**src/rtl/gpio_port_pkg.sv**
```systemverilog
// Package: shared widths, response codes and the internal write-request
// type for the bidirectional GPIO register port.
// Assumes a 32-bit AXI4-Lite data path with four byte lanes.
package gpio_port_pkg;

    localparam int unsigned AXIL_DATA_W = 32;
    localparam int unsigned AXIL_STRB_W = AXIL_DATA_W / 8;
    localparam int unsigned HALF_W      = AXIL_DATA_W / 2;

    typedef logic [1:0] axi_resp_t;
    localparam axi_resp_t RESP_OKAY = 2'b00;

    // One accepted, decoded register write
    typedef struct packed {
        logic                   en;
        logic [AXIL_DATA_W-1:0] data;
        logic [AXIL_STRB_W-1:0] strb;
    } reg_wr_t;

endpackage

```
**src/rtl/gpio_axil_frontend.sv**
```systemverilog
// Module: gpio_axil_frontend
// AXI4-Lite slave for a single register word. A write is accepted when
// address and data are both valid and no response is pending. A read is
// accepted whenever no read data is pending, and the word is captured in that
// cycle. Unmatched words read as zero and produce no register write.
// Assumes: a synchronous active-low reset; responses are always OKAY.
module gpio_axil_frontend
    import gpio_port_pkg::*;
#(
    parameter int unsigned           ADDR_W     = 8,
    parameter logic [ADDR_W-1:0]     REG_OFFSET = 'h34
) (
    input  logic                   clk,
    input  logic                   rst_n,
    input  logic [ADDR_W-1:0]      awaddr_i,
    input  logic                   awvalid_i,
    output logic                   awready_o,
    input  logic [AXIL_DATA_W-1:0] wdata_i,
    input  logic [AXIL_STRB_W-1:0] wstrb_i,
    input  logic                   wvalid_i,
    output logic                   wready_o,
    output logic                   bvalid_o,
    input  logic                   bready_i,
    input  logic [ADDR_W-1:0]      araddr_i,
    input  logic                   arvalid_i,
    output logic                   arready_o,
    output logic [AXIL_DATA_W-1:0] rdata_o,
    output logic                   rvalid_o,
    input  logic                   rready_i,
    input  logic [AXIL_DATA_W-1:0] rd_word_i,
    output reg_wr_t                wr_o
);

    localparam int unsigned WORD_LSB = $clog2(AXIL_STRB_W);

    logic                   bvalid_q;
    logic                   rvalid_q;
    logic [AXIL_DATA_W-1:0] rdata_q;
    logic                   wr_fire;
    logic                   rd_fire;
    logic                   aw_hit;
    logic                   ar_hit;
    logic                   unused_addr_lsbs;

    // Word decode: address bits below the word boundary are ignored
    assign aw_hit = (awaddr_i[ADDR_W-1:WORD_LSB] == REG_OFFSET[ADDR_W-1:WORD_LSB]);
    assign ar_hit = (araddr_i[ADDR_W-1:WORD_LSB] == REG_OFFSET[ADDR_W-1:WORD_LSB]);
    assign unused_addr_lsbs = ^{awaddr_i[WORD_LSB-1:0], araddr_i[WORD_LSB-1:0]};

    // Handshake qualifiers
    assign wr_fire   = awvalid_i & wvalid_i & ~bvalid_q;
    assign rd_fire   = arvalid_i & ~rvalid_q;
    assign awready_o = wr_fire;
    assign wready_o  = wr_fire;
    assign arready_o = ~rvalid_q;
    assign bvalid_o  = bvalid_q;
    assign rvalid_o  = rvalid_q;
    assign rdata_o   = rdata_q;

    // Register-side write request
    always_comb begin
        wr_o.en   = wr_fire & aw_hit;
        wr_o.data = wdata_i;
        wr_o.strb = wstrb_i;
    end

    // Write response: raised after an accepted write, held until taken
    always_ff @(posedge clk) begin
        if (!rst_n) begin
            bvalid_q <= 1'b0;
        end else if (wr_fire) begin
            bvalid_q <= 1'b1;
        end else if (bready_i) begin
            bvalid_q <= 1'b0;
        end
    end

    // Read channel: capture the word on acceptance, hold until taken
    always_ff @(posedge clk) begin
        if (!rst_n) begin
            rvalid_q <= 1'b0;
            rdata_q  <= '0;
        end else if (rd_fire) begin
            rvalid_q <= 1'b1;
            rdata_q  <= ar_hit ? rd_word_i : '0;
        end else if (rready_i) begin
            rvalid_q <= 1'b0;
        end
    end

endmodule

```
**src/rtl/gpio_pin_regs.sv**
```systemverilog
// Module: gpio_pin_regs
// Per-pin direction and output-data flops. The direction bit of pin N sits at
// word bit HALF_W+N and its output bit at word bit N; each bit follows the
// strobe of its own byte lane. Reset makes every pin an input with output 0.
// Assumes: NUM_PINS <= HALF_W.
module gpio_pin_regs
    import gpio_port_pkg::*;
#(
    parameter int unsigned NUM_PINS = 16
) (
    input  logic                clk,
    input  logic                rst_n,
    input  reg_wr_t             wr_i,
    output logic [NUM_PINS-1:0] dir_in_o,
    output logic [NUM_PINS-1:0] out_val_o
);

    for (genvar p = 0; p < NUM_PINS; p++) begin : g_pin
        localparam int unsigned OUT_BIT  = p;
        localparam int unsigned DIR_BIT  = HALF_W + p;
        localparam int unsigned OUT_LANE = OUT_BIT / 8;
        localparam int unsigned DIR_LANE = DIR_BIT / 8;

        logic dir_q;
        logic val_q;

        // Pin state: lane-qualified update of direction and output bit
        always_ff @(posedge clk) begin
            if (!rst_n) begin
                dir_q <= 1'b1;
                val_q <= 1'b0;
            end else if (wr_i.en) begin
                if (wr_i.strb[DIR_LANE]) dir_q <= wr_i.data[DIR_BIT];
                if (wr_i.strb[OUT_LANE]) val_q <= wr_i.data[OUT_BIT];
            end
        end

        assign dir_in_o[p]  = dir_q;
        assign out_val_o[p] = val_q;
    end

endmodule

```
**src/rtl/gpio_in_sync.sv**
```systemverilog
// Module: gpio_in_sync
// Multi-stage synchroniser for asynchronous pad levels. The output is the
// input delayed by STAGES clock edges. Reset clears all stages.
// Assumes: STAGES >= 2.
module gpio_in_sync #(
    parameter int unsigned WIDTH  = 16,
    parameter int unsigned STAGES = 2
) (
    input  logic             clk,
    input  logic             rst_n,
    input  logic [WIDTH-1:0] async_i,
    output logic [WIDTH-1:0] sync_o
);

    logic [WIDTH-1:0] chain_q [STAGES];

    // Shift chain from the pads toward the read path
    always_ff @(posedge clk) begin
        if (!rst_n) begin
            for (int s = 0; s < STAGES; s++) chain_q[s] <= '0;
        end else begin
            chain_q[0] <= async_i;
            for (int s = 1; s < STAGES; s++) chain_q[s] <= chain_q[s-1];
        end
    end

    assign sync_o = chain_q[STAGES-1];

endmodule

```
**src/rtl/gpio_bidir_port.sv**
```systemverilog
// Module: gpio_bidir_port (top)
// Bidirectional GPIO port behind one AXI4-Lite register. The upper half of
// the word selects direction (1 = input) and the lower half holds the pin
// values. Reads return the live level of every pin: the synchronised pad for
// inputs, the driven value for outputs.
// Assumes: the pad buffers are outside; pad_oe = 1 drives the pin.
module gpio_bidir_port
    import gpio_port_pkg::*;
#(
    parameter int unsigned       NUM_PINS    = 16,
    parameter int unsigned       ADDR_W      = 8,
    parameter logic [ADDR_W-1:0] REG_OFFSET  = 'h34,
    parameter int unsigned       SYNC_STAGES = 2
) (
    input  logic                   clk,
    input  logic                   rst_n,
    input  logic [ADDR_W-1:0]      s_awaddr,
    input  logic                   s_awvalid,
    output logic                   s_awready,
    input  logic [AXIL_DATA_W-1:0] s_wdata,
    input  logic [AXIL_STRB_W-1:0] s_wstrb,
    input  logic                   s_wvalid,
    output logic                   s_wready,
    output logic [1:0]             s_bresp,
    output logic                   s_bvalid,
    input  logic                   s_bready,
    input  logic [ADDR_W-1:0]      s_araddr,
    input  logic                   s_arvalid,
    output logic                   s_arready,
    output logic [AXIL_DATA_W-1:0] s_rdata,
    output logic [1:0]             s_rresp,
    output logic                   s_rvalid,
    input  logic                   s_rready,
    input  logic [NUM_PINS-1:0]    pad_in,
    output logic [NUM_PINS-1:0]    pad_out,
    output logic [NUM_PINS-1:0]    pad_oe
);

    reg_wr_t                wr_req;
    logic [NUM_PINS-1:0]    dir_in;
    logic [NUM_PINS-1:0]    out_val;
    logic [NUM_PINS-1:0]    pad_sync;
    logic [NUM_PINS-1:0]    live_val;
    logic [AXIL_DATA_W-1:0] rd_word;

    gpio_axil_frontend #(
        .ADDR_W     (ADDR_W),
        .REG_OFFSET (REG_OFFSET)
    ) u_front (
        .clk       (clk),
        .rst_n     (rst_n),
        .awaddr_i  (s_awaddr),
        .awvalid_i (s_awvalid),
        .awready_o (s_awready),
        .wdata_i   (s_wdata),
        .wstrb_i   (s_wstrb),
        .wvalid_i  (s_wvalid),
        .wready_o  (s_wready),
        .bvalid_o  (s_bvalid),
        .bready_i  (s_bready),
        .araddr_i  (s_araddr),
        .arvalid_i (s_arvalid),
        .arready_o (s_arready),
        .rdata_o   (s_rdata),
        .rvalid_o  (s_rvalid),
        .rready_i  (s_rready),
        .rd_word_i (rd_word),
        .wr_o      (wr_req)
    );

    gpio_pin_regs #(
        .NUM_PINS (NUM_PINS)
    ) u_regs (
        .clk       (clk),
        .rst_n     (rst_n),
        .wr_i      (wr_req),
        .dir_in_o  (dir_in),
        .out_val_o (out_val)
    );

    gpio_in_sync #(
        .WIDTH  (NUM_PINS),
        .STAGES (SYNC_STAGES)
    ) u_sync (
        .clk     (clk),
        .rst_n   (rst_n),
        .async_i (pad_in),
        .sync_o  (pad_sync)
    );

    // Live pin level: synchronised pad for inputs, driven bit for outputs
    always_comb begin
        for (int p = 0; p < NUM_PINS; p++) begin
            live_val[p] = dir_in[p] ? pad_sync[p] : out_val[p];
        end
    end

    // Register image: direction in the upper half, live values in the lower
    always_comb begin
        rd_word                     = '0;
        rd_word[HALF_W +: NUM_PINS] = dir_in;
        rd_word[0 +: NUM_PINS]      = live_val;
    end

    assign pad_oe  = ~dir_in;
    assign pad_out = out_val;
    assign s_bresp = RESP_OKAY;
    assign s_rresp = RESP_OKAY;

endmodule

```
**config.mk**
```make
export PLATFORM = sky130hd
export DESIGN_NAME = gpio_bidir_port
export DESIGN_NICKNAME = d
export VERILOG_FILES = /design/src/rtl/gpio_port_pkg.sv /design/src/rtl/gpio_axil_frontend.sv /design/src/rtl/gpio_pin_regs.sv /design/src/rtl/gpio_in_sync.sv /design/src/rtl/gpio_bidir_port.sv
export SDC_FILE = /design/constraint.sdc
export NUM_CORES = 1
export LEC_CHECK = 0
export ABC_AREA = 1
export BUFFER_PORTS_ARGS = -buffer_cell sky130_fd_sc_hd__buf_2
export CORE_ASPECT_RATIO = 0.8
export CORE_MARGIN = 8
export CORE_UTILIZATION = 28
export CTS_CLUSTER_DIAMETER = 80
export DETAILED_ROUTE_END_ITERATION = 16
export PLACE_DENSITY_LB_ADDON = 0.25
export SYNTH_ARGS = -nofsm -noshare
export SYNTH_HDL_FRONTEND = slang
export SYNTH_SLANG_ARGS = --single-unit
```
**constraint.sdc**
```tcl
create_clock -name clk -period 3.5 [get_ports clk]
set_clock_uncertainty 0.05 [all_clocks]
set_input_delay 0.35 -clock clk [delete_from_list [all_inputs] [get_ports clk]]
set_output_delay 0.35 -clock clk [all_outputs]
set_load 0.005 [all_outputs]
```
==> impl_results.rst, run 1 <==
.. list-table::
   :header-rows: 1

   * - Metric
     - Value
   * - Areal power density over the cells
     - 480 nW/um^2
   * - Sum of net half-perimeters after detailed placement
     - 8.73 mm
   * - Endpoints failing hold
     - 0
   * - DR WL/cell
     - 14.7 um
   * - Via Count
     - 3470
   * - H-tree level count
     - 3
   * - Clock tree from TritonCTS
     - built
   * - Delay of the slowest cell on the worst path
     - 490 ps
   * - Critical path capture point
     - s_awready
   * - Number of maximum-capacitance constraint violations
     - 0
   * - Status
     - completed
   * - Buffers & Inverters on Critical Path
     - 1
   * - Total Power
     - 2360 uW
   * - Worst slew margin relative to its limit
     - 39.6%
   * - Antenna diode count
     - 0
   * - Worst-Margin Slew
     - 905 ps
   * - Number of port buffers
     - 139
   * - Shortest period the worst path allows
     - 1790 ps
   * - Fin cells
     - 800
   * - Number of ports placed on the die boundary
     - 148
   * - Post-synthesis sequential element count
     - 98
   * - Crit share post-route
     - 51.2%
   * - Classification of the worst-slack hold path
     - primary input to flop
   * - Count of yosys warnings during synthesis
     - 0
   * - Number of distinct library cells after synthesis
     - 22
   * - Required time at the endpoint of the critical path
     - 3100 ps
   * - Post-synthesis cell area
     - 3940 um^2
   * - Clock transition at the registers of the reported paths
     - 60 ps
   * - Number of buffers created by CTS
     - 9
   * - Primary flip-flop cell chosen by synthesis mapping
     - dfxtp_1
   * - Via density per instance
     - 4.34
   * - Sequential cell area fraction in the yosys report
     - 49.7%
   * - Launch point of the critical path
     - u_front.bvalid_o
   * - Die outline area
     - 18200 um^2
   * - Placement Setup Slack
     - 1580 ps
   * - EDFF count, synth
     - 0
   * - Post-synthesis async set-or-reset flop share
     - 0%
   * - Final nets
     - 690
   * - Mean Syn Cell Area
     - 7.72 um^2
   * - Placer's final routability congestion estimate
     - 0.774
   * - Endpoint of the lowest-slack register-to-register path
     - u_regs.g_pin[15].dir_q
   * - Highest net fanout along the worst path
     - 23
   * - 1st-pass router iterations
     - 5
   * - Growth of design area from synthesis to finish
     - 24.5%
   * - DIE HEIGHT
     - 122 um
   * - VDD IR-drop max
     - 0.230 mV
   * - Beginning of the worst register-to-register path
     - u_front.bvalid_o
   * - Critical-path cell list
     - nor2_4 -> buf_2
   * - Sinks on Clock Net
     - 98
   * - Synth top area cells
     - dfxtp_1, nand2_1, inv_1
   * - Cell types with the highest counts after synthesis
     - nand2_1, dfxtp_1, inv_1
   * - Crit path depth
     - 2
   * - Setup repair after global routing missed its margin
     - false
   * - Initial standard-cell utilization of the core
     - 28.9%
   * - Global-route wire length before repair
     - 18.3 mm
   * - Most used standard cell by instance count after synthesis
     - nand2_1
   * - Detailed Route WL
     - 11.8 mm
   * - Setup TNS
     - 0 ps
   * - Die Wd
     - 149 um
   * - Start point of the worst min-delay path
     - pad_in[4]
   * - Number of buffers inserted by post-CTS setup repair
     - 0
   * - Largest net degree at the start of global routing
     - 66
   * - Number of gates resized after cts
     - 0
   * - Final critical-path setup slack
     - 1710 ps
   * - DRC violation total after the first TritonRoute iteration
     - 197
   * - Area leader, netlist
     - dfxtp_1
   * - Post-CTS Hold Fix Bufs
     - 0
   * - Core Box Area
     - 13600 um^2
   * - Total leakage power
     - 0.00271 uW
   * - Gate count of the mapped netlist
     - 511
   * - R2r setup slk
     - 1730 ps
   * - Max stage delay cell, worst path
     - nor2_4
   * - Final setup fails
     - 0
   * - Worst setup path category
     - flop to output port
   * - Share of the synthesized area in the top cell type
     - 49.7%
   * - Sum of overflow across all layers after global routing
     - 0
   * - Drc violations
     - 0
   * - Signal arrival time at the worst endpoint
     - 1390 ps
   * - Maximum achievable frequency
     - 558 MHz
   * - Overall track demand over capacity in global routing
     - 12.9%
   * - Gate family responsible for the most delay along the worst path
     - simple AND/OR/NAND/NOR gates
   * - Later-pin clock latency in the skew report
     - 340 ps
   * - Antenna violations before repair
     - 1
   * - Cell at the root of the clock tree
     - clkbuf_16
   * - Share of post-route cells with drive strength above 1
     - 27.6%
   * - Length in cells of the worst reg-to-reg path
     - 4
   * - Maximum buffer depth of the clock tree
     - 2
   * - Via count of the first global-routing pass
     - 3351
   * - Startpoint class of the critical path
     - flop
   * - Final max-slew violation count
     - 0
   * - Site Rows
     - 38
   * - Detail Route Antenna Nets
     - 0
   * - Placed Cells incl. Taps
     - 784
   * - Crit. End Element
     - output port
-- power breakdown --
part / internal, uW / switching [uW] / leakage [uW] / total, uW
registers: 1160 / 17.3 / 0.000803 / 1180
clock network: 579 / 407 / 0.000152 / 986
logic: 77.1 / 116 / 0.00175 / 193
total: 1820 / 540 / 0.00271 / 2360
-- cell usage in the layout, fill, tap and decap left out, types with 2 or more instances in the layout --
cell type	instances
a21oi_1	32
buf_2	139
buf_4	2
clkbuf_16	9
clkbuf_8	5
conb_1	4
dfxtp_1	98
inv_1	66
inv_2	2
nand2_1	99
nand2_2	2
nand3_1	48
nand4_1	17
nand4_4	2
nor2_1	34
nor2_4	3
o21a_1	2
o21ai_0	48
-- registers in the layout (all words and copies together) (netlist names) --
signal              count
u_front.bvalid_o        1
u_front.rdata_o        32
u_front.rvalid_o        1
u_regs.g_pin.dir_q     16
u_regs.g_pin.val_q     16
u_sync.chain_q         32
-- worst reg2reg max path, stage by stage, from the launching register on --
cell and delay (ps):
dfxtp_1 340, nor2_4 490, nand4_1 480, nand2_1 180, nand3_1 90
-- worst min-delay path by stage --
stage / endpoint / slack [ps] / cells after the start
2_1_floorplan: u_sync.chain_q[0][29] / 340 / 2
3_3_place_gp: u_sync.chain_q[0][20] / 350 / 2
3_5_place_dp: u_sync.chain_q[0][26] / 350 / 2
4_1_cts: u_sync.chain_q[0][2] / 120 / 3
5_1_grt: u_sync.chain_q[0][2] / 130 / 3
6_report: u_sync.chain_q[0][4] / 130 / 3
-- final cells by class --
class	instances	area (um^2)
Inverter	68	255
Multi-Input combinational cell	296	1430
Clock buffer	15	298
Clock inverter	1	5.00
Fill cell	1448	8740
Sequential cell	98	1960
Tap cell	180	225
Timing Repair Buffer	142	731
-- metrics by stage --
stage | hold slack [ps] | instance area, um^2 | utilization [%]
6_report | 135 | 4910 | 36.0
5_1_grt | 133 | 4910 | 36.0
4_1_cts | 119 | 4910 | 36.0
3_5_place_dp | 348 | 4610 | 33.8
3_3_place_gp | 350 | 4610 | 33.8
2_1_floorplan | 336 | 3960 | -
-- kinds of logic (layout without fill, tap and decap cells) --
family	count (synthesis)	after routing	synth area share, %
and+or+nand+nor	210	210	25.2
other	1	4	0.0951
AOI/OAI and AO/OA	82	82	10.5
buffers and inverters	120	226	14.4
DFF	98	98	49.7
-- per-layer routing --
| metal | vias to the layer above | global-route usage [%] | part of all wire [%] |
|---|---|---|---|
| met2 | 108 | 17.1 | 39 |
| met3 | 12 | 5.56 | 7.5 |
| li1 | 1808 | - | - |
| met4 | 2 | 3.24 | 0.94 |
| met5 | - | 0 | 0.085 |
| met1 | 1540 | 18.4 | 52 |
No activity file was read; power rests on OpenSTA's default activity.
==> run 2: changes to the inputs <==
==> constraint.sdc (replaced) <==
create_clock -name clk -period 1.8 [get_ports clk]
set_clock_uncertainty 0.05 [all_clocks]
set_input_delay 0.18 -clock clk [delete_from_list [all_inputs] [get_ports clk]]
set_output_delay 0.18 -clock clk [all_outputs]
set_load 0.005 [all_outputs]
==> run 2 against run 1 <==
  * Final cell count increased by 2.0%
  * Power increased by 96%
  * Global-route usage increased by 0.15 points
  * Count of clock-buffer cells in the layout decreased by 4
  * Setup slack got worse by 1500 ps
  * Combinational power increased by 110%
  * Critical endpoint unchanged
==> impl_results.rst, run 2 (same netlist as run 1, synthesis figures left out) <==
.. list-table::
   :header-rows: 1

   * - Metric
     - Value
   * - Status
     - completed
   * - Maximum buffer depth of the clock tree
     - 2
   * - Number of buffers created by CTS
     - 9
   * - Clock transition at the registers of the reported paths
     - 70 ps
   * - Later-pin clock latency in the skew report
     - 340 ps
   * - Max stage delay cell, worst path
     - dfxtp_1
   * - Final nets
     - 706
   * - Maximum achievable frequency
     - 620 MHz
   * - Sum of overflow across all layers after global routing
     - 0
   * - Number of gates resized after cts
     - 0
   * - Total leakage power
     - 0.00278 uW
   * - Number of ports placed on the die boundary
     - 148
   * - Crit. End Element
     - output port
   * - Die outline area
     - 18200 um^2
   * - Final setup fails
     - 0
   * - Overall track demand over capacity in global routing
     - 13.1%
   * - Fin cells
     - 816
   * - Placed Cells incl. Taps
     - 786
   * - H-tree level count
     - 3
   * - Start point of the worst min-delay path
     - s_wdata[3]
   * - Number of port buffers
     - 139
   * - Detailed Route WL
     - 11.9 mm
   * - Detail Route Antenna Nets
     - 0
   * - Leading cell types in the layout, fill and taps excluded
     - buf_2, nand2_1, dfxtp_1
   * - Signal arrival time at the worst endpoint
     - 1380 ps
   * - Clock tree from TritonCTS
     - built
   * - Total Power
     - 4610 uW
   * - Post-CTS Hold Fix Bufs
     - 14
   * - Post-route design area
     - 5070 um^2
   * - Delay of the slowest cell on the worst path
     - 340 ps
   * - Largest net degree at the start of global routing
     - 99
   * - Post-Place Cell Area
     - 4630 um^2
   * - Antenna violations before repair
     - 0
   * - Global-route wire length before repair
     - 18.6 mm
   * - Highest net fanout along the worst path
     - 13
   * - Growth of design area from synthesis to finish
     - 28.6%
   * - Site Rows
     - 38
   * - Shortest period the worst path allows
     - 1610 ps
   * - DIE HEIGHT
     - 122 um
   * - Classification of the worst-slack hold path
     - primary input to flop
   * - Core Box Area
     - 13600 um^2
   * - Antenna diode count
     - 0
   * - Via Count
     - 3493
   * - DR WL/cell
     - 14.5 um
   * - Via density per instance
     - 4.28
   * - Fillcell total
     - 1447
   * - Min Hold Slack
     - 8.79 ps
   * - Number of buffers inserted by post-CTS setup repair
     - 0
   * - 1st-pass router iterations
     - 4
   * - Areal power density over the cells
     - 909 nW/um^2
   * - Initial standard-cell utilization of the core
     - 28.9%
   * - Setup repair after global routing missed its margin
     - false
   * - Launch point of the critical path
     - u_front.bvalid_o
   * - R2r setup slk
     - 310 ps
   * - Startpoint class of the critical path
     - flop
   * - Endpoints failing hold
     - 0
   * - Drc violations
     - 0
   * - Placer's final routability congestion estimate
     - 0.778
   * - Via count of the first global-routing pass
     - 3503
   * - Number of maximum-capacitance constraint violations
     - 0
   * - Setup TNS
     - 0 ps
   * - Die Wd
     - 149 um
   * - Final max-slew violation count
     - 0
   * - Cell at the root of the clock tree
     - clkbuf_16
   * - Crit share post-route
     - 89.6%
   * - DRC violation total after the first TritonRoute iteration
     - 183
   * - Sinks on Clock Net
     - 98
   * - Critical-path cell list
     - nor2_4 -> buf_4 -> buf_2
   * - VDD IR-drop max
     - 0.516 mV
   * - Most common cell after layout, fill and taps aside
     - buf_2
   * - Share of post-route cells with drive strength above 1
     - 27.2%
   * - Worst setup path category
     - flop to output port
   * - Beginning of the worst register-to-register path
     - u_front.bvalid_o
   * - Required time at the endpoint of the critical path
     - 1570 ps
   * - Sum of net half-perimeters after detailed placement
     - 8.68 mm
-- run 2: changes by cell type in the layout (fill, tap and decap cells not counted), sizes merged --
cell | before | now
dlygate4sd3 | 0 | 14
clkinv | 1 | 4
bufinv | 0 | 1
buf | 142 | 144
clkbuf | 15 | 11
-- run 2: per-stage QoR --
stage | utilization, % | setup slack, ps
2_1_floorplan | - | 554
3_3_place_gp | 34.0 | 340
3_5_place_dp | 34.0 | 310
4_1_cts | 37.2 | 156
5_1_grt | 37.2 | 91.0
6_report | 37.2 | 187
-- run 2: cell type report --
class	count	area [um^2]	share of cell area, %
clock inverter	5	53.8	1.06
clock buffer	11	243	4.79
inverter	68	255	5.03
tap	180	225	4.44
multi-input combinational	296	1430	28.3
timing repair buffer	158	898	17.7
sequential	98	1960	38.7
-- run 2: worst paths after layout --
path,endpoint,cells past startpoint
max reg2reg,u_regs.g_pin[9].dir_q,4
max,s_awready,3
min reg2reg,u_sync.chain_q[0][20],2
min,u_regs.g_pin[3].val_q,3
-- run 2: worst max-delay path, delay by kind of cell (launching register included) --
family        cells  cell delay, ps
buf+inv           2             370
flops             1             340
simple gates      1             340
-- run 2: power breakdown --
group | switching (uW) | internal [uW] | total, uW
clock | 797 | 1110 | 1910
combinational | 231 | 178 | 409
sequential | 35.1 | 2250 | 2290
total | 1060 | 3540 | 4610
-- run 2: routing by layer --
| metal | up-vias | GRT usage, % | share of wire (%) | wire, um |
|---|---|---|---|---|
| met5 | - | 0 | 0 | 0 |
| met4 | 0 | 3.12 | 1.1 | 135 |
| met3 | 8 | 5.00 | 6.0 | 718 |
| met2 | 104 | 18.3 | 41 | 4830 |
| met1 | 1545 | 18.4 | 52 | 6180 |
| li1 | 1836 | - | - | - |
==> run 3: changes to the inputs <==
--- a/config.mk
+++ b/config.mk
@@ -6,6 +6,7 @@
 export NUM_CORES = 1
 export LEC_CHECK = 0
 export ABC_AREA = 1
+export ABC_CLOCK_PERIOD_IN_PS = 1800
 export BUFFER_PORTS_ARGS = -buffer_cell sky130_fd_sc_hd__buf_2
 export CORE_ASPECT_RATIO = 0.8
 export CORE_MARGIN = 8
@@ -13,6 +14,7 @@
 export CTS_CLUSTER_DIAMETER = 80
 export DETAILED_ROUTE_END_ITERATION = 16
 export PLACE_DENSITY_LB_ADDON = 0.25
+export REMOVE_ABC_BUFFERS = 1
 export SYNTH_ARGS = -nofsm -noshare
 export SYNTH_HDL_FRONTEND = slang
 export SYNTH_SLANG_ARGS = --single-unit
==> run 3 against run 2 <==
  * Combinational power increased by 4%
  * Flip-flop and latch count unchanged
  * Global-route usage shrank 0.090 points
  * Clock power down 3%
  * Register-to-register slack worse by 20 ps
  * Setup slack improved by 100 ps
  * Final cell count rose by 0.98%
  * Count of clock-buffer cells in the layout rose by 2
==> impl_results.rst, run 3 (same netlist as run 1, synthesis figures left out) <==
.. list-table::
   :header-rows: 1

   * - Metric
     - Value
   * - Status
     - completed
   * - Die outline area
     - 18200 um^2
   * - Classification of the worst-slack hold path
     - primary input to flop
   * - Final max-slew violation count
     - 0
   * - Detailed Route WL
     - 11.6 mm
   * - Via density per instance
     - 4.36
   * - Startpoint class of the critical path
     - flop
   * - Hold-critical path depth
     - 3
   * - Endpoints failing hold
     - 0
   * - DR WL/cell
     - 14.1 um
   * - Number of buffers inserted by post-CTS setup repair
     - 0
   * - Sum of net half-perimeters after detailed placement
     - 7.67 mm
   * - Clock transition at the registers of the reported paths
     - 60 ps
   * - Number of gates resized after cts
     - 0
   * - Drc violations
     - 0
   * - Number of buffers created by CTS
     - 9
   * - Final nets
     - 715
   * - Maximum achievable frequency
     - 662 MHz
   * - Via Count
     - 3590
   * - Number of port buffers
     - 139
   * - Via count of the first global-routing pass
     - 3578
   * - Areal power density over the cells
     - 887 nW/um^2
   * - Later-pin clock latency in the skew report
     - 340 ps
   * - Sinks on Clock Net
     - 98
   * - DIE HEIGHT
     - 122 um
   * - Initial standard-cell utilization of the core
     - 28.9%
   * - Crit share post-route
     - 83.9%
   * - Number of maximum-capacitance constraint violations
     - 0
   * - Setup TNS
     - 0 ps
   * - Utilization of the core after routing
     - 37.8%
   * - Setup repair after global routing missed its margin
     - false
   * - Cell at the root of the clock tree
     - clkbuf_16
   * - Post-CTS Hold Fix Bufs
     - 23
   * - Sum of overflow across all layers after global routing
     - 0
   * - Clock tree from TritonCTS
     - built
   * - Highest net fanout along the worst path
     - 11
   * - Most common cell after layout, fill and taps aside
     - buf_2
   * - DRC violation total after the first TritonRoute iteration
     - 158
   * - Antenna diode count
     - 0
   * - Placer's final routability congestion estimate
     - 0.728
   * - Maximum buffer depth of the clock tree
     - 2
   * - Overall track demand over capacity in global routing
     - 13.0%
   * - Antenna violations before repair
     - 1
   * - Leading cell types in the layout, fill and taps excluded
     - buf_2, nand2_1, dfxtp_1
   * - Die Wd
     - 149 um
   * - Length in cells of the worst reg-to-reg path
     - 4
   * - 1st-pass router iterations
     - 4
   * - Shortest period the worst path allows
     - 1510 ps
   * - Signal arrival time at the worst endpoint
     - 1660 ps
   * - Total leakage power
     - 0.00281 uW
   * - Crit. End Element
     - flop
   * - Share of post-route cells with drive strength above 1
     - 26.9%
   * - Growth of design area from synthesis to finish
     - 30.8%
   * - Final setup fails
     - 0
   * - H-tree level count
     - 3
   * - Number of ports placed on the die boundary
     - 148
   * - Worst setup path category
     - flop to flop
   * - Core Box Area
     - 13600 um^2
   * - Site Rows
     - 38
   * - VDD IR-drop max
     - 0.548 mV
   * - Required time at the endpoint of the critical path
     - 1950 ps
   * - Detail Route Antenna Nets
     - 0
   * - Global-route wire length before repair
     - 18.5 mm
   * - Largest net degree at the start of global routing
     - 99
run 3: changes by cell type in the layout (fill, tap and decap cells not counted), sizes merged:
cell | before | now
clkinv | 4 | 2
bufinv | 1 | 0
dlygate4sd3 | 14 | 23
clkbuf | 11 | 13
run 3: layout make-up:
type	instances	area [um^2]
fill	1441	8490
timing repair buffer	167	988
tap	180	225
multi-input combinational	296	1440
sequential	98	1960
inverter	68	255
clock buffer	13	280
clock inverter	2	10.0
run 3: path summary, 6_finish.rpt:
check	from	endpoint	slack, ps
worst max-delay path	u_front.bvalid_o	u_regs.g_pin[8].dir_q	290
worst min-delay path	s_wdata[12]	u_regs.g_pin[12].val_q	20
worst max register to register	u_front.bvalid_o	u_regs.g_pin[8].dir_q	290
worst min register to register	u_sync.chain_q[0][2]	u_sync.chain_q[0][18]	360
run 3: where the power goes:
part           switching [uW]  internal [uW]
clock network             783           1080
registers                33.1           2260
logic                     236            191
run 3: critical path: stages (launching register included):
cell and delay [ps]:
dfxtp_1 350, nor2_4 330, nand4_1 400, nand2_1 150
nand3_1 90
run 3: stage by stage:
step | hold WS (ps) | setup WS, ps | cells | instance area (um^2) | total power [uW]
6_report | 18.0 | 290 | 824 | 5160 | 4570
5_1_grt | 28.5 | 159 | 824 | 5160 | 4810
4_1_cts | 0.255 | 256 | 824 | 5160 | 4670
3_5_place_dp | 316 | 284 | 786 | 4640 | 2730
3_3_place_gp | 309 | 304 | 786 | 4640 | 2720
2_1_floorplan | 214 | 191 | 462 | 3640 | 2480
run 3: routing by layer:
| metal | share of wire [%] | wire length (um) | global-route usage [%] | up-vias |
|---|---|---|---|---|
| met3 | 8.3 | 961 | 5.41 | 14 |
| li1 | - | - | - | 1854 |
| met2 | 44 | 5110 | 20.2 | 97 |
| met1 | 46 | 5390 | 16.0 | 1623 |
| met5 | 0.069 | 8 | 0 | - |
| met4 | 1.4 | 166 | 4.20 | 2 |
